### src/rtl/rtc_pwr_pkg.sv
package rtc_pwr_pkg;
  typedef logic [2:0] div_mode_t;
  localparam div_mode_t DIV_NORMAL = 3'b010;
  localparam int unsigned STRB_N = 3;
  typedef enum int unsigned {STRB_WR = 0, STRB_RD = 1, STRB_RST = 2} strb_idx_e;
endpackage

### src/rtl/rtc_restore_timer.sv
module rtc_restore_timer #(
  parameter int unsigned HOLD_TICKS = 2
) (
  input  logic clk,
  input  logic rst_n,
  input  logic vcc_low_i,
  input  logic tick_i,
  output logic hold_o
);
  localparam int unsigned CW = (HOLD_TICKS < 2) ? 1 : $clog2(HOLD_TICKS);
  localparam logic [CW-1:0] LAST = CW'(HOLD_TICKS - 1);

  logic [CW-1:0] cnt_q;
  logic          hold_q;

  // Hold is armed by reset and by any low-supply cycle; it counts ticks
  // only while the supply is good.
  always_ff @(posedge clk or negedge rst_n) begin
    if (!rst_n) begin
      cnt_q  <= '0;
      hold_q <= 1'b1;
    end else if (vcc_low_i) begin
      cnt_q  <= '0;
      hold_q <= 1'b1;
    end else if (hold_q && tick_i) begin
      if (cnt_q == LAST) begin
        hold_q <= 1'b0;
        cnt_q  <= '0;
      end else begin
        cnt_q <= cnt_q + 1'b1;
      end
    end
  end

  assign hold_o = hold_q;
endmodule

### src/rtl/rtc_batt_guard.sv
module rtc_batt_guard (
  input  logic clk,
  input  logic rst_n,
  input  logic vcc_low_i,
  input  logic batt_dead_i,
  input  logic batt_ok_i,
  input  logic sys_reset_i,
  output logic clr_o,
  output logic vrt_o
);
  logic clr_cond;
  logic clr_cond_q;
  logic clr_q;
  logic vcc_low_q;
  logic lost_q;
  logic vrt_q;

  assign clr_cond = batt_dead_i & sys_reset_i;

  // Edge-detected clear: one pulse per rise of the fault condition.
  always_ff @(posedge clk or negedge rst_n) begin
    if (!rst_n) begin
      clr_cond_q <= 1'b0;
      clr_q      <= 1'b0;
    end else begin
      clr_cond_q <= clr_cond;
      clr_q      <= clr_cond & ~clr_cond_q;
    end
  end

  // Battery loss during power-off is remembered until power returns.
  always_ff @(posedge clk or negedge rst_n) begin
    if (!rst_n) begin
      vcc_low_q <= 1'b0;
      lost_q    <= 1'b0;
      vrt_q     <= 1'b1;
    end else begin
      vcc_low_q <= vcc_low_i;
      if (!vcc_low_i)
        lost_q <= 1'b0;
      else if (!batt_ok_i)
        lost_q <= 1'b1;
      if (vcc_low_q && !vcc_low_i && lost_q)
        vrt_q <= 1'b0;
    end
  end

  assign clr_o = clr_q;
  assign vrt_o = vrt_q;
endmodule

### src/rtl/rtc_bus_gate.sv
module rtc_bus_gate #(
  parameter int unsigned N = 3
) (
  input  logic [N-1:0] strb_i,
  input  logic         lock_i,
  output logic [N-1:0] strb_o
);
  for (genvar gi = 0; gi < N; gi++) begin : g_gate
    assign strb_o[gi] = strb_i[gi] & ~lock_i;
  end
endmodule

### src/rtl/rtc_pwr_guard.sv
module rtc_pwr_guard
  import rtc_pwr_pkg::*;
#(
  parameter int unsigned HOLD_TICKS = 2
) (
  input  logic       clk,
  input  logic       rst_n,
  input  logic       vcc_low_i,
  input  logic       batt_dead_i,
  input  logic       batt_ok_i,
  input  logic       sys_reset_i,
  input  logic       host_wr_i,
  input  logic       host_rd_i,
  input  logic       tick_i,
  input  logic [2:0] div_mode_i,
  output logic       lock_o,
  output logic       wr_o,
  output logic       rd_o,
  output logic       rtc_rst_o,
  output logic       clr_regs_o,
  output logic       vrt_o
);
  logic             hold;
  logic             vrt;
  logic             div_bad;
  logic [STRB_N-1:0] strb_in;
  logic [STRB_N-1:0] strb_out;

  rtc_restore_timer #(.HOLD_TICKS(HOLD_TICKS)) u_timer (
    .clk       (clk),
    .rst_n     (rst_n),
    .vcc_low_i (vcc_low_i),
    .tick_i    (tick_i),
    .hold_o    (hold)
  );

  rtc_batt_guard u_batt (
    .clk         (clk),
    .rst_n       (rst_n),
    .vcc_low_i   (vcc_low_i),
    .batt_dead_i (batt_dead_i),
    .batt_ok_i   (batt_ok_i),
    .sys_reset_i (sys_reset_i),
    .clr_o       (clr_regs_o),
    .vrt_o       (vrt)
  );

  always_comb begin
    div_bad = (div_mode_t'(div_mode_i) != DIV_NORMAL);
    lock_o  = vcc_low_i | hold | ~vrt | div_bad;
  end

  always_comb begin
    strb_in           = '0;
    strb_in[STRB_WR]  = host_wr_i;
    strb_in[STRB_RD]  = host_rd_i;
    strb_in[STRB_RST] = sys_reset_i;
  end

  rtc_bus_gate #(.N(STRB_N)) u_gate (
    .strb_i (strb_in),
    .lock_i (lock_o),
    .strb_o (strb_out)
  );

  assign wr_o      = strb_out[STRB_WR];
  assign rd_o      = strb_out[STRB_RD];
  assign rtc_rst_o = strb_out[STRB_RST];
  assign vrt_o     = vrt;
endmodule

### config.mk
export PLATFORM = sky130hd
export DESIGN_NAME = rtc_pwr_guard
export DESIGN_NICKNAME = d
export VERILOG_FILES = /design/src/rtl/rtc_pwr_pkg.sv /design/src/rtl/rtc_restore_timer.sv /design/src/rtl/rtc_batt_guard.sv /design/src/rtl/rtc_bus_gate.sv /design/src/rtl/rtc_pwr_guard.sv
export SDC_FILE = /design/constraint.sdc
export NUM_CORES = 1
export LEC_CHECK = 0
export BUFFER_PORTS_ARGS = -buffer_cell sky130_fd_sc_hd__buf_2
export CORE_AREA = 2 2 39 41
export DETAILED_ROUTE_END_ITERATION = 6
export DIE_AREA = 0 0 41 43
export GPL_ROUTABILITY_DRIVEN = 0
export GPL_TIMING_DRIVEN = 0
export SYNTH_ARGS = -nofsm -noshare
export SYNTH_HDL_FRONTEND = slang
export SYNTH_SLANG_ARGS = --single-unit
export TNS_END_PERCENT = 20
### constraint.sdc
create_clock -name clk -period 1.75 [get_ports clk]
set_input_delay 0.175 -clock clk [delete_from_list [all_inputs] [get_ports clk]]
set_output_delay 0.175 -clock clk [all_outputs]
set_load 0.01 [all_outputs]
==> flow_metrics.py <==
metrics = {
    "finish": {
        "final_cells": 66,
        "area_growth_syn_to_layout_pct": 51.87,
        "drive_gt1_frac": 0.5400,
        "final_nets": 63,
        "layout.cells.most_common": "sky130_fd_sc_hd__buf_2",
        "layout.cells.most_common_list": "17 x sky130_fd_sc_hd__buf_2, 5 x sky130_fd_sc_hd__dfrtp_1, 3 x sky130_fd_sc_hd__nand3b_1, 3 x sky130_fd_sc_hd__nand2_1, 3 x sky130_fd_sc_hd__clkbuf_4",
        "antenna_cell_count": 0,
    },
    "run_status": {
        "failing_checks": "setup timing",
        "status": "finished, violations left",
    },
    "worst_setup_path": {
        "cp.buffers_inverters": 1,
        "cpMaxStageDelayCell": "sky130_fd_sc_hd__dfstp_2",
        "r2r_cells": 2,
        "critical_path_cell_count": 3,
        "path_class": "register to output port",
        "timing.reg2reg.setup_slack_ps": 910,
        "critical-path-max-stage-delay_ps": 520,
        "worstPathMaxFanout": 2,
        "timing.critical_path.from_type": "register",
        "worst_setup_path_end_kind": "output port",
        "critical-path-top-delay-family": "simple AND/OR/NAND/NOR gates",
        "crit_chain": "or4b_4 -> or3b_1 -> buf_2",
        "critical_path_arrival_ps": 1710,
        "req_time_crit_path_ps": 1570,
    },
    "pwr": {
        "cellPowerDensity_nw_per_um2": 768.1,
        "power.leakage_nw": 0.2231,
        "pwr-share-clk": 0.402,
        "netSwitchingFraction": 0.2088,
        "power.net_switching_mw": 0.07345,
        "power.ir.vdd_worst_v": 0.0003489,
        "part_of_the_total_power_dissipated_in_combinational_logic": 0.098,
        "power.internal_mw": 0.2783,
        "p_seq_frac": 0.499,
    },
    "cts": {
        "cts_inserted_buffers": 3,
        "htreeDepth": 1,
        "cts_resized": 0,
        "clock_sinks": 7,
        "cts_max_path_buffers": 2,
        "clkLatencyLatePin_ps": 240,
        "cts_root_buffer": "sky130_fd_sc_hd__clkbuf_4",
        "tritoncts": "yes",
        "clkTransAtPathRegs_ps": 50,
    },
    "routing": {
        "wirelength_um": 573,
        "route.detailed.drc": 0,
        "vias": 275,
        "wire_per_inst_um": 8.682,
        "final_antenna_net_count": 0,
        "drt_iter0_markers": 0,
        "detailedRoute.firstPassIterationCount": 1,
        "routed_via_density": 4.167,
    },
    "sta": {
        "timing.final.crit_share": 1.075,
        "max_slew.worst_pin.slew_ps": 153.5,
        "finalSetupViolCount": 4,
        "hold_viol_final": 0,
        "clock_skew_ps": 0.2330,
        "worst_slew_margin_rel": 0.8977,
        "final.setup.tns_ps": -223.6,
        "grt_setup_unrepaired": "true",
        "slew_violations": 0,
        "postLayoutSetupSlackWorst_ps": -131.9,
        "max_freq_mhz": 531.4,
        "final.min_clock_period_ps": 1882,
    },
    "synthesis": {
        "mappedNetlistArea_sq_um": 301.5,
        "syn_nets": 38,
        "synthesis.instances": 26,
        "yosys_register_bits": 7,
        "synth_seq_area_share": 0.5892,
        "yosys_warnings": 0,
        "post_synthesis_mean_instance_area_sq_um": 11.60,
        "synth_cell_types": 16,
    },
    "global_routing": {
        "first_global_vias": 253,
        "grt_remaining_overflow": 0,
        "grt_util_all_layers": 0.07911,
        "grt_start_max_net_pins": 8,
        "antenna_found_initial": 0,
        "global_route_wire_length_before_repair_um": 910,
    },
    "worst_hold_path": {
        "hold_path.class": "input pin to register",
        "whs_path_cells": 1,
    },
    "floorplanning": {
        "initial_core_utilization": 0.2179,
        "die_height_um": 43,
        "num_rows": 14,
        "core_area_sq_um": 1384,
        "floorplan.io_pins": 18,
        "die_x_um": 41,
        "design.die.area_sq_um": 1763,
    },
    "run": {
        "timing.max_cap.violations": 0,
    },
    "placement": {
        "port_buffers": 17,
        "hpwl_um": 483.4,
        "placedCellCount": 59,
        "placement.setup.worst_slack_ps": 74.91,
    },
}
==> sequential cells by signal (all words and copies together) (netlist names) <==
| name | count |
|---|---|
| u_batt.clr_cond_q | 1 |
| u_timer.cnt_q | 1 |
| u_batt.clr_o | 1 |
| u_batt.vcc_low_q | 1 |
| u_timer.hold_o | 1 |
| u_batt.lost_q | 1 |
| u_batt.vrt_o | 1 |
==> final cells by class <==
| cell class | count | area, sq um |
|---|---|---|
| tap | 16 | 20.02 |
| clock buffer | 4 | 26.28 |
| timing repair buffer | 20 | 110.1 |
| fill | 156 | 925.9 |
| multi-input combinational | 18 | 120.1 |
| sequential | 7 | 177.7 |
| inverter | 1 | 3.754 |
==> cell usage after synthesis <==
| library cell | instances | area, sq um |
|---|---|---|
| sky130_fd_sc_hd__or3b_1 | 1 | 8.760 |
| sky130_fd_sc_hd__a21bo_2 | 1 | 10.01 |
| sky130_fd_sc_hd__and2_1 | 1 | 6.260 |
| sky130_fd_sc_hd__nand3b_1 | 3 | 22.52 |
| sky130_fd_sc_hd__or4b_4 | 1 | 13.76 |
| sky130_fd_sc_hd__o21a_1 | 1 | 7.510 |
| sky130_fd_sc_hd__inv_1 | 1 | 3.750 |
| sky130_fd_sc_hd__nor2b_1 | 1 | 6.260 |
| sky130_fd_sc_hd__dfstp_2 | 2 | 52.55 |
| sky130_fd_sc_hd__a21boi_0 | 1 | 7.510 |
| sky130_fd_sc_hd__dfrtp_1 | 5 | 125.1 |
| sky130_fd_sc_hd__a21oi_1 | 1 | 5.000 |
| sky130_fd_sc_hd__nand2_1 | 3 | 11.26 |
| sky130_fd_sc_hd__a21o_2 | 1 | 8.760 |
| sky130_fd_sc_hd__nor2_1 | 2 | 7.510 |
| sky130_fd_sc_hd__nor3_1 | 1 | 5.000 |
==> cell families after synthesis <==
group           count (synthesis)  synth area share
compound gates                  5            0.1286
simple gates                   13            0.2697
buf+inv                         1           0.01244
flops                           7            0.5892
==> power by group through the flow <==
| stage | Clock, mW | Combinational (mW) | Sequential (mW) |
|---|---|---|---|
| finish | 0.141 | 0.0346 | 0.176 |
| global route | 0.158 | 0.0399 | 0.176 |
| CTS | 0.150 | 0.0360 | 0.176 |
| detailed placement | 0 | 0.0342 | 0.178 |
| global placement | 0 | 0.0330 | 0.178 |
| floorplan | 0 | 0.0123 | 0.178 |
==> path summary, 6_finish.rpt <==
| path | startpoint | endpoint |
|---|---|---|
| max in group asynchronous | rst_n | u_timer.hold_o |
| min in group asynchronous | rst_n | u_timer.cnt_q |
| worst min register to register | u_batt.clr_cond_q | u_batt.clr_o |
| worst min-delay path | vcc_low_i | u_batt.vcc_low_q |
| worst max register to register | u_timer.hold_o | u_timer.cnt_q |
| worst max-delay path | u_batt.vrt_o | lock_o |
==> per-layer routing <==
layer,vias to the layer above,part of all wire,track usage
met5,-,0,0
met4,0,0,0.08000
met1,125,0.42,0.09967
met2,10,0.49,0.1031
li1,140,-,-
met3,0,0.082,0.01571
==> per-stage QoR <==
stage	utilization	total power, mW	hold WS [ps]	area (sq um)
2_1_floorplan	-	0.1906	-120.6	301.5
3_3_place_gp	0.2939	0.2111	13.39	406.6
3_5_place_dp	0.2939	0.2126	16.49	406.6
4_1_cts	0.3309	0.3619	101.8	457.9
5_1_grt	0.3309	0.3748	110.2	457.9
6_report	0.3309	0.3517	108.4	457.9
==> what timing repair did <==
item                       4_1_cts  5_1_grt
setup buffers                    2        0
gates cloned                     0        0
setup endpoints to repair        2        4
hold endpoints to repair         7        0
hold buffers                     1        0
==> worst reg2reg max path: stages, from the launching register on <==
cell	delay [ps]
sky130_fd_sc_hd__dfstp_2	550
sky130_fd_sc_hd__nand3b_1	80
sky130_fd_sc_hd__a21oi_1	150
(Power assumes the default switching activity.)
